===== src/rtl/lcd_scan_pkg.sv =====
package lcd_scan_pkg;
  typedef logic [1:0] lvl_t;

  localparam lvl_t LVL_GND  = 2'b00;
  localparam lvl_t LVL_LO   = 2'b01;
  localparam lvl_t LVL_HI   = 2'b10;
  localparam lvl_t LVL_VDSP = 2'b11;

  // common line: scanned row takes a rail, others a mid-level
  function automatic lvl_t com_level(input logic sel, input logic pol);
    if (sel) return pol ? LVL_GND : LVL_VDSP;
    return pol ? LVL_HI : LVL_LO;
  endfunction

  // segment line: lit pixel takes the rail opposite the common
  function automatic lvl_t seg_level(input logic lit, input logic pol);
    if (lit) return pol ? LVL_VDSP : LVL_GND;
    return pol ? LVL_LO : LVL_HI;
  endfunction
endpackage


===== src/rtl/lcd_scan_sync.sv =====
module lcd_scan_sync #(
  parameter int SYNC_STAGES = 2
) (
  input  logic clk,
  input  logic rst,
  input  logic por_i,
  input  logic blank_i,
  input  logic fsync_i,
  output logic release_o,
  output logic fs_edge_o,
  output logic fs_level_o
);
  logic                 por_q;
  logic                 blk_q;
  logic [SYNC_STAGES:0] fs_pipe;

  always_ff @(posedge clk) begin
    if (rst) begin
      por_q   <= 1'b1;
      blk_q   <= 1'b1;
      fs_pipe <= '0;
    end else begin
      por_q   <= por_i;
      blk_q   <= blank_i;
      fs_pipe <= {fs_pipe[SYNC_STAGES-1:0], fsync_i};
    end
  end

  assign release_o  = !por_i && (por_q || (blk_q && !blank_i));
  assign fs_edge_o  = fs_pipe[SYNC_STAGES-1] ^ fs_pipe[SYNC_STAGES];
  assign fs_level_o = fs_pipe[SYNC_STAGES-1];
endmodule


===== src/rtl/lcd_scan_timer.sv =====
module lcd_scan_timer #(
  parameter int ROWS         = 8,
  parameter int CLKS_PER_ROW = 4,
  parameter int ROW_W        = 3,
  parameter int PH_W         = 2
) (
  input  logic             clk,
  input  logic             rst,
  input  logic             hold_i,
  input  logic             master_i,
  input  logic             release_i,
  input  logic             fs_edge_i,
  input  logic             fs_level_i,
  output logic [ROW_W-1:0] row_o,
  output logic [PH_W-1:0]  phase_o,
  output logic             pol_o,
  output logic             dark_o
);
  localparam logic [ROW_W-1:0] LAST_ROW = ROW_W'(ROWS - 1);
  localparam logic [PH_W-1:0]  LAST_PH  = PH_W'(CLKS_PER_ROW - 1);

  logic pend;

  always_ff @(posedge clk) begin
    if (rst || hold_i) begin
      row_o   <= '0;
      phase_o <= '0;
      pol_o   <= 1'b0;
      dark_o  <= 1'b0;
      pend    <= 1'b0;
    end else begin
      if (phase_o == LAST_PH) begin
        phase_o <= '0;
        dark_o  <= 1'b0;
        if (row_o == LAST_ROW) begin
          row_o <= '0;
          pol_o <= ~pol_o;
        end else begin
          row_o <= row_o + 1'b1;
        end
      end else begin
        phase_o <= phase_o + 1'b1;
      end

      if (master_i) begin
        if (release_i) begin
          row_o   <= '0;
          phase_o <= '0;
          pol_o   <= ~pol_o;
          dark_o  <= 1'b1;
        end
      end else begin
        if (release_i) pend <= 1'b1;
        if (fs_edge_i) begin
          row_o   <= '0;
          phase_o <= '0;
          pol_o   <= fs_level_i;
          dark_o  <= pend | release_i;
          pend    <= 1'b0;
        end
      end
    end
  end
endmodule


===== src/rtl/lcd_scan_drive.sv =====
module lcd_scan_drive
  import lcd_scan_pkg::*;
#(
  parameter int ROWS      = 8,
  parameter int SEGS      = 64,
  parameter int ROW_W     = 3,
  parameter int PH_W      = 2,
  parameter int UPD_PHASE = 1
) (
  input  logic              clk,
  input  logic              rst,
  input  logic              hold_i,
  input  logic              blank_i,
  input  logic [ROW_W-1:0]  row_i,
  input  logic [PH_W-1:0]   phase_i,
  input  logic              pol_i,
  input  logic              dark_i,
  input  logic [SEGS-1:0]   data_i,
  output logic [2*ROWS-1:0] com_o,
  output logic [2*SEGS-1:0] seg_o
);
  logic upd;
  assign upd = (phase_i == PH_W'(UPD_PHASE));

  for (genvar k = 0; k < ROWS; k++) begin : g_com
    always_ff @(posedge clk) begin
      if (rst || hold_i)
        com_o[2*k +: 2] <= LVL_LO;
      else if (upd)
        com_o[2*k +: 2] <= com_level(row_i == ROW_W'(k), pol_i);
    end
  end

  for (genvar j = 0; j < SEGS; j++) begin : g_seg
    always_ff @(posedge clk) begin
      if (rst || hold_i)
        seg_o[2*j +: 2] <= LVL_LO;
      else if (upd)
        seg_o[2*j +: 2] <= seg_level(data_i[j] & ~blank_i & ~dark_i, pol_i);
    end
  end
endmodule


===== src/rtl/lcd_scan_ctrl.sv =====
module lcd_scan_ctrl #(
  parameter int ROWS         = 8,
  parameter int SEGS         = 64,
  parameter int CLKS_PER_ROW = 4,
  parameter int SYNC_STAGES  = 2,
  localparam int ROW_W       = (ROWS > 1) ? $clog2(ROWS) : 1,
  localparam int PH_W        = (CLKS_PER_ROW > 1) ? $clog2(CLKS_PER_ROW) : 1
) (
  input  logic              clk,
  input  logic              rst,
  input  logic [1:0]        cs_i,
  input  logic              por_i,
  input  logic              blank_i,
  input  logic              fsync_i,
  output logic              fsync_o,
  output logic              fsync_oe_o,
  output logic [ROW_W-1:0]  row_addr_o,
  input  logic [SEGS-1:0]   row_data_i,
  output logic [2*ROWS-1:0] com_o,
  output logic [2*SEGS-1:0] seg_o
);
  logic             master;
  logic             rel;
  logic             fs_edge;
  logic             fs_level;
  logic [ROW_W-1:0] row;
  logic [PH_W-1:0]  phase;
  logic             pol;
  logic             dark;

  assign master = (cs_i == 2'b00);

  lcd_scan_sync #(.SYNC_STAGES(SYNC_STAGES)) u_sync (
    .clk(clk), .rst(rst), .por_i(por_i), .blank_i(blank_i), .fsync_i(fsync_i),
    .release_o(rel), .fs_edge_o(fs_edge), .fs_level_o(fs_level)
  );

  lcd_scan_timer #(.ROWS(ROWS), .CLKS_PER_ROW(CLKS_PER_ROW), .ROW_W(ROW_W), .PH_W(PH_W)) u_timer (
    .clk(clk), .rst(rst), .hold_i(por_i), .master_i(master), .release_i(rel),
    .fs_edge_i(fs_edge), .fs_level_i(fs_level),
    .row_o(row), .phase_o(phase), .pol_o(pol), .dark_o(dark)
  );

  lcd_scan_drive #(.ROWS(ROWS), .SEGS(SEGS), .ROW_W(ROW_W), .PH_W(PH_W), .UPD_PHASE(1)) u_drive (
    .clk(clk), .rst(rst), .hold_i(por_i), .blank_i(blank_i), .row_i(row),
    .phase_i(phase), .pol_i(pol), .dark_i(dark), .data_i(row_data_i),
    .com_o(com_o), .seg_o(seg_o)
  );

  assign row_addr_o = row;
  assign fsync_o    = pol;
  assign fsync_oe_o = master;
endmodule


===== config.mk =====
export PLATFORM = sky130hd
export DESIGN_NAME = lcd_scan_ctrl
export DESIGN_NICKNAME = d
export VERILOG_FILES = /design/src/rtl/lcd_scan_pkg.sv /design/src/rtl/lcd_scan_sync.sv /design/src/rtl/lcd_scan_timer.sv /design/src/rtl/lcd_scan_drive.sv /design/src/rtl/lcd_scan_ctrl.sv
export SDC_FILE = /design/constraint.sdc
export NUM_CORES = 1
export LEC_CHECK = 0
export BUFFER_PORTS_ARGS = -buffer_cell sky130_fd_sc_hd__buf_4
export CAP_MARGIN = 20
export CELL_PAD_IN_SITES_DETAIL_PLACEMENT = 0
export CELL_PAD_IN_SITES_GLOBAL_PLACEMENT = 1
export CORE_UTILIZATION = 25
export CTS_CLUSTER_DIAMETER = 200
export DETAILED_ROUTE_END_ITERATION = 10
export PLACE_DENSITY_LB_ADDON = 0.1
export SETUP_SLACK_MARGIN = 0.4
export SKIP_CTS_REPAIR_TIMING = 1
export SKIP_LAST_GASP = 1
export SYNTH_ARGS = -nofsm -noshare
export SYNTH_HDL_FRONTEND = slang
export SYNTH_HIERARCHICAL = 1
export SYNTH_SLANG_ARGS = --single-unit
export TNS_END_PERCENT = 5

===== constraint.sdc =====
create_clock -name clk -period 2.4 [get_ports clk]
set_input_delay 0.24 -clock clk [delete_from_list [all_inputs] [get_ports clk]]
set_output_delay 0.24 -clock clk [all_outputs]
set_load 0.02 [all_outputs]

======== Word-level counts from Yosys, hierarchy flattened ========
Index checks and enable logic that the tools add are counted.
word-level totals
  flip-flop bits (word level) ............. 157
  input port bits ......................... 71
  output and inout bits ................... 149
  logic and storage cells ................. 619
cells by class
  add/sub/neg operators ................... 2
  equal/unequal tests ..................... 9
  multiplexer cells ....................... 384
  bitwise gates (word level) .............. 134
  reduce and logical (&&, ||, !) cells .... 10
operators with widths
  kind                   count
  $mux W2                152
  $mux W1                227
  $and A1 B1 Y1          128
  $mux W3                5
  $eq A3 B3 Y1 const B   4
  $eq A3 B2 Y1 const B   2
  $not A1 Y1             4
  $add A3 B1 Y3 const B  1
  $eq A3 B1 Y1 const B   1
  $logic_not A3 Y1       1
  $add A2 B1 Y2 const B  1
  $eq A2 B1 Y1 const B   1
  $eq A2 B2 Y1 const B   1
  $logic_and A1 B1 Y1    2
  $logic_not A1 Y1       2
  $logic_not A2 Y1       1
  $logic_or A1 B1 Y1     2
  $reduce_and A2 Y1      1
  $reduce_bool A2 Y1     1
  $or A1 B1 Y1           1
  $xor A1 B1 Y1          1

======== Depth between registers and ports, before layout ========
Gate-level depths: netlist (run 1).
  depth in word-level cells ............... 7
  mapped depth ............................ 6
  gate-level depth less buffers ........... 6

======== Modules after synthesis ========
The synthesis (run 1) kept the hierarchy.
by module, submodules not included
  module          times used  cells each  area an instance (um^2)  seq. area each (um^2)
  lcd_scan_drive  1           465         4936.0                   1621.6
  lcd_scan_timer  1           39          384.1                    160.2
  lcd_scan_sync   1           14          166.4                    100.1
  lcd_scan_ctrl   1           1           3.8                      0.0

======== Least setup slack after synthesis (run 1) ========
OpenSTA, ideal clock, no wires.
  kind .................................... register to output
  start ................................... register u_drive/seg_o[0] (netlist name)
  end ..................................... output seg_o[100]
  data arrival time ....................... 1.760 ns
  data required time ...................... 2.160 ns
  setup slack ............................. 0.400 ns
  stages on the path, launching flop included .. 2
  path buffers ............................ 1
  path through ............................ dfxtp_1 -> buf_4
RTL lines
  item              RTL line             RTL
  end: declaration  lcd_scan_ctrl.sv:20  output logic [2*SEGS-1:0] seg_o

======== Final worst setup path (run 1) ========
  start ................................... register u_timer.pol_o
  end ..................................... output fsync_o
RTL lines
  item                      RTL line              RTL
  start: declaration        lcd_scan_timer.sv:16  output logic pol_o,
  start signal: assignment  lcd_scan_timer.sv:37  pol_o <= ~pol_o;
  start signal: assignment  lcd_scan_timer.sv:49  pol_o <= ~pol_o;
  start signal: assignment  lcd_scan_timer.sv:57  pol_o <= fs_level_i;
  end: declaration          lcd_scan_ctrl.sv:15   output logic fsync_o,
No word-level cell between the ends.

==> flow_metrics.env, run 1 <==
export IMPL_dieArea_um2=22600
export IMPL_insertion_delay_ns=0.35
export IMPL_worstSetupEndpointType="primary output"
export IMPL_power_frac_clock=0.410
export IMPL_place_area_um2=6810
export IMPL_netSwitchingFraction=0.262
export IMPL_slew_violations=0
export IMPL_cpPeakStageDelay_ns=0.53
export IMPL_maxSlewHeadroom=0.552
export IMPL_syn_instance_count=519
export IMPL_syn_to_final_growth_pct=30.2
export IMPL_cts_buffer_depth=2
export IMPL_num_io_pins=220
export IMPL_routed_wirelength_um=14600
export IMPL_routed_via_density=4.32
export IMPL_core_area_um2=21300
export IMPL_p_leak_uw=0.00300
export IMPL_drtPass1Iterations=4
export IMPL_wl_per_cell_um=15.5
export IMPL_grt_pass1_vias=4114
export IMPL_mostFrequentLayoutCell="buf_4"
export IMPL_hold_violations=0
export IMPL_overflow=0
export IMPL_crit_type="reg2out"
export IMPL_setup_tns_ns=0
export IMPL_share_comb_of_total_power=0.175
export IMPL_worst_pin_slew_ns=0.672
export IMPL_grt_pass1_wl_um=21900
export IMPL_timing_hold_ws_ns=0.108
export IMPL_num_rows=53
export IMPL_setup_violations=0
export IMPL_cellPowerDensity_nw_per_um2=555
export IMPL_max_freq_mhz=575
export IMPL_die_w_um=150
export IMPL_min_period_over_period=0.724
export IMPL_p_int_uw=2930
export IMPL_ys_types=36
export IMPL_cp_start_kind="flop"
export IMPL_status="complete, no violations"
export IMPL_start_util=0.258
export IMPL_final_core_util=0.336
export IMPL_final_area_um2=7150
export IMPL_ys_seq_area_frac=0.343
export IMPL_antenna_found_initial=0
export IMPL_avgSynthCellArea_um2=10.6
export IMPL_hpwl_um=10400
export IMPL_fin_nets=751
export IMPL_path_cells="buf_12 > buf_4"
export IMPL_vias=4064
export IMPL_ys_warn_count=6
export IMPL_synth_nets=609
export IMPL_r2r_slack_ns=0.74
export IMPL_port_buffers=219
export IMPL_critPathSlowestCell="dfxtp_4"
export IMPL_hp_class="in2reg"
export IMPL_fillCellCount=2194
export IMPL_cts_root_buf="clkbuf_16"
export IMPL_worstPathArrival_ns=1.50
export IMPL_cts_tree="done"
export IMPL_max_cap_violations=0
export IMPL_min_period_ns=1.74
export IMPL_drc=0
export IMPL_htreeDepth=3
export IMPL_drive_above_1_share=0.489
export IMPL_p_switching_uw=1040
export IMPL_grt_max_degree=66
export IMPL_path_clk_slew_ns=0.07
export IMPL_numCtsBuffers=9
export IMPL_final_antenna_net_count=0
export IMPL_antennaDiodeCount=0
export IMPL_finClkSkew_ns=0.00728
export IMPL_rsz0062_at_grt="false"
export IMPL_p_seq_frac=0.415
export IMPL_syn_area_um2=5490
export IMPL_drt_iter0_drc=101
export IMPL_grt_usage=0.127
export IMPL_globalplace_congestion=0.714
export IMPL_most_common_layout_cells="buf_4 (229), dfxtp_1 (91), xnor2_1 (64), a22o_1 (61), nor3b_2 (60)"
export IMPL_die_y_um=150
export IMPL_cts_sinks=94
export IMPL_required_ns=2.16
export IMPL_ir_worst_vdd_uv=299
export IMPL_ys_seq_elements=94
export IMPL_cp_max_fo=53
==> final cells by class <==
cell class | instances | area, µm² | area share
Inverter | 13 | 48.8 | 0.00683
Clock buffer | 10 | 250 | 0.0350
Timing Repair Buffer | 233 | 1800 | 0.252
Tap cell | 275 | 344 | 0.0481
Multi-Input combinational cell | 310 | 2720 | 0.381
Clock inverter | 6 | 91.3 | 0.0128
Sequential cell | 94 | 1890 | 0.264
==> worst max-delay path, delay by kind of cell (launching register included) <==
kind	cells	cell delay [ns]
DFF	1	0.53
buffers and inverters	2	0.59
==> path summary, 6_finish.rpt <==
check / start / endpoint / cells past startpoint
worst min-delay path: rst / u_sync/fs_pipe[0] / 2
worst max-delay path: u_timer/pol_o / fsync_o / 2
worst max register to register: u_timer/pol_o / u_drive/com_o[0] / 4
worst min register to register: u_sync/fs_pipe[0] / u_sync/fs_pipe[1] / 1
==> stage by stage <==
step                cells  setup WS (ns)  total power [µW]
floorplan             519          0.558              2180
global placement      925          0.572              2380
detailed placement    925          0.514              2390
CTS                   941          0.626              4050
global route          941          0.540              4150
finish                941          0.662              3970
==> cells in the mapped netlist <==
cell       instances  area, µm²
nor2_1            18       67.6
a221oi_1           1       8.76
a21oi_2            1       8.76
inv_1             13       48.8
a211o_1            1       8.76
buf_4             75        563
buf_6             22        248
ha_1              19        238
or3b_2             2       17.5
or3_1              1       6.26
a22o_1            61        534
o21ai_0            8       40.0
nor3_1            10       50.1
nor2b_1            5       31.3
nor4_2             1       12.5
o211ai_1           1       7.51
nand3_1            1       5.00
a22o_2             4       40.0
and3_4             1       11.3
o2bb2ai_1          1       8.76
nor3b_2           60        751
nor3b_1            4       30.0
a211oi_2           1       12.5
xor2_1             1       8.76
nand2b_4           1       13.8
or2_2              1       6.26
nand2_1           19       71.3
nand2b_1           3       18.8
mux2i_1            3       30.0
nor2_8             2       40.0
nand3b_1           2       15.0
or2_1              4       25.0
dfxtp_1           94       1880
a21oi_1            9       45.0
xnor2_1           64        561
buf_2              5       25.0
==> sequential cells by signal, indices dropped and copies added (netlist names) <==
name and count:
u_timer/dark_o 1, u_timer/pend 1, u_sync/por_q 1, u_drive/seg_o 65
u_sync/fs_pipe 3, u_timer/row_o 3, u_sync/blk_q 1, u_timer/pol_o 1
u_timer/phase_o 2, u_drive/com_o 16
==> power groups by stage <==
stage | sequential, µW | clock [µW] | combinational [µW]
detailed placement | 1680 | 0 | 706
global placement | 1680 | 0 | 699
floorplan | 1710 | 0 | 472
CTS | 1650 | 1690 | 706
global route | 1650 | 1750 | 749
finish | 1650 | 1630 | 694
==> cell families (layout without fill, tap and decap cells) <==
| logic type | count (synthesis) | count (layout) | share of synthesized area |
|---|---|---|---|
| buffers and inverters | 115 | 262 | 0.161 |
| and+or+nand+nor | 135 | 135 | 0.214 |
| AOI/OAI and AO/OA | 88 | 88 | 0.130 |
| DFF | 94 | 94 | 0.343 |
| adders and majority gates | 19 | 19 | 0.0433 |
| xor gates and xnor gates | 65 | 65 | 0.104 |
| muxes | 3 | 3 | 0.00547 |
==> routing by layer <==
layer / GRT usage / wire (µm) / vias to the layer above
li1: - / - / 2002
met1: 0.152 / 6300 / 1937
met2: 0.224 / 7380 / 112
met3: 0.0288 / 717 / 13
met4: 0.0379 / 182 / 0
met5: 0 / 0 / -
Note: power is estimated with default switching activity, not from simulation.
==> inputs of run 2 (changes only) <==
==> constraint.sdc (replaced) <==
create_clock -name clk -period 1.59 [get_ports clk]
set_input_delay 0.159 -clock clk [delete_from_list [all_inputs] [get_ports clk]]
set_output_delay 0.159 -clock clk [all_outputs]
set_load 0.02 [all_outputs]
==> run 2 against run 1 <==
  * Clock skew is 0.0018 ns higher
  * Power up 43%
  * Clock power grew 26%
  * First-iteration DRC count up 42%
  * Largest cell class unchanged
==> flow_metrics.env, run 2 (synthesis gave the netlist of run 1 again) <==
export IMPL_hpwl_um=10000
export IMPL_worst_pin_slew_ns=0.492
export IMPL_worstPathArrival_ns=1.58
export IMPL_detailedPlace_worstSlack_ns=0.0986
export IMPL_cellPowerDensity_nw_per_um2=756
export IMPL_power_frac_clock=0.364
export IMPL_finalPower_uw=5670
export IMPL_top_layer_used="met4"
export IMPL_met2_length_um=7620
export IMPL_syn_to_final_growth_pct=36.6
export IMPL_regToRegEndpoint="u_drive/com_o[0]"
export IMPL_drc=0
export IMPL_core_area_um2=21300
export IMPL_reg2reg_depth=5
export IMPL_antenna_found_initial=0
export IMPL_required_ns=1.82
export IMPL_netSwitchingFraction=0.277
export IMPL_hold_violations=0
export IMPL_r2r_slack_ns=0.24
export IMPL_slew_violations=0
export IMPL_antennaDiodeCount=0
export IMPL_routed_wirelength_um=15600
export IMPL_wl_per_cell_um=16.3
export IMPL_p_int_uw=4100
export IMPL_grt_pass1_vias=4075
export IMPL_hold_depth=2
export IMPL_cts_root_buf="clkbuf_16"
export IMPL_wl_met3_um=657
export IMPL_vias=4146
export IMPL_routed_via_density=4.34
export IMPL_worstSetupEndpointType="flop"
export IMPL_start_util=0.258
export IMPL_largest_register_ffs=65
export IMPL_drive_above_1_share=0.525
export IMPL_p_switching_uw=1570
export IMPL_crit_type="reg2reg"
export IMPL_p_leak_uw=0.00313
export IMPL_crit_reg2reg_launch="u_timer/row_o[0]"
export IMPL_drtPass1Iterations=4
export IMPL_min_period_over_period=0.848
export IMPL_drt_iter0_drc=143
export IMPL_htreeDepth=3
export IMPL_setup_violations=0
export IMPL_final_core_util=0.352
export IMPL_maxSlewHeadroom=0.672
export IMPL_cts_tree="done"
export IMPL_min_period_ns=1.35
export IMPL_dieArea_um2=22600
export IMPL_most_common_layout_cells="buf_4 (223), dfxtp_1 (87), xnor2_1 (64), a22o_1 (61), nor3b_2 (60)"
export IMPL_final_antenna_net_count=0
export IMPL_max_cap_violations=0
export IMPL_fin_ws_ns=0.241
export IMPL_cts_buffer_depth=2
export IMPL_cp_start_kind="flop"
export IMPL_timing_hold_ws_ns=0.0250
export IMPL_grt_max_degree=68
export IMPL_p_seq_frac=0.435
export IMPL_reg_largest_list="u_drive/seg_o x65, u_drive/com_o x16"
export IMPL_layout_cells_non_filler=955
export IMPL_largest_register="u_drive/seg_o"
export IMPL_globalplace_congestion=0.748
export IMPL_grt_usage=0.130
export IMPL_ir_worst_vdd_uv=457
export IMPL_die_w_um=150
export IMPL_hold_end="u_sync/fs_pipe[0]"
export IMPL_share_comb_of_total_power=0.201
export IMPL_hold_start="fsync_i"
export IMPL_dp_cells=931
export IMPL_status="complete, no violations"
export IMPL_numCtsBuffers=9
export IMPL_mostFrequentLayoutCell="buf_4"
export IMPL_rsz0062_at_grt="true"
export IMPL_num_io_pins=220
export IMPL_fin_nets=765
export IMPL_grt_pass1_wl_um=22600
export IMPL_finClkSkew_ns=0.00912
export IMPL_die_y_um=150
export IMPL_cts_sinks=94
export IMPL_port_buffers=219
export IMPL_overflow=0
export IMPL_cp_max_fo=6
export IMPL_hp_class="in2reg"
export IMPL_num_rows=53
export IMPL_path_clk_slew_ns=0.07
export IMPL_insertion_delay_ns=0.35
export IMPL_met1_length_um=7100
export IMPL_max_freq_mhz=741
[run 2: changes by cell type in the layout (fill, tap and decap cells not counted), moves of 4 or more]
| cell | change |
|---|---|
| dfxtp_1 | -4 |
| buf_8 | +6 |
| nor3_2 | +6 |
| buf_6 | +4 |
| nor3_1 | -6 |
| buf_4 | -6 |
| buf_12 | +5 |
| ha_1 | -4 |
[run 2: worst max path at each step]
stage                 startpoint          endpoint  slack, ns  cells after the start
4_1_cts            u_timer/pol_o           fsync_o       0.01                      2
3_5_place_dp    u_timer/row_o[0]     u_timer/pol_o        0.1                      5
5_1_grt        u_sync/fs_pipe[1]  u_timer/row_o[0]       0.16                      4
2_1_floorplan      u_timer/pol_o  u_drive/com_o[0]      -0.02                      6
6_report        u_timer/row_o[0]  u_drive/com_o[0]       0.24                      5
3_3_place_gp    u_timer/row_o[0]     u_timer/pol_o       0.11                      5
[run 2: cell type report]
class	instances	area, µm²
Tap cell	275	344
Fill cell	2187	13800
Multi-Input combinational cell	310	2810
Inverter	13	52.6
Clock buffer	13	250
Sequential cell	94	1900
Timing Repair Buffer	247	2120
Clock inverter	3	20.0
[run 2: metal layers]
layer | track usage | up-vias
met5 | 0 | -
met2 | 0.228 | 109
met1 | 0.160 | 1999
met3 | 0.0276 | 10
li1 | - | 2028
met4 | 0.0359 | 0
[run 2: stage by stage]
stage | setup TNS, ns | cell area [µm²]
3_3_place_gp | 0 | 6910
3_5_place_dp | 0 | 6910
5_1_grt | 0 | 7500
4_1_cts | 0 | 7180
2_1_floorplan | -0.189 | 5510
6_report | 0 | 7500
[run 2: power by group through the flow]
stage | combinational [µW] | sequential (µW) | clock [µW]
after floorplan | 715 | 2580 | 0
after CTS | 1090 | 2480 | 2160
after global routing | 1230 | 2480 | 2250
after global placement | 1080 | 2530 | 0
final | 1140 | 2470 | 2060
after detailed placement | 1090 | 2530 | 0
[run 2: worst max-delay path, stage by stage, from the launching register on]
cell,delay (ns)
dfxtp_4,0.36
buf_6,0.12
or3_4,0.38
ha_4,0.17
nor3_2,0.14
o21ai_1,0.07
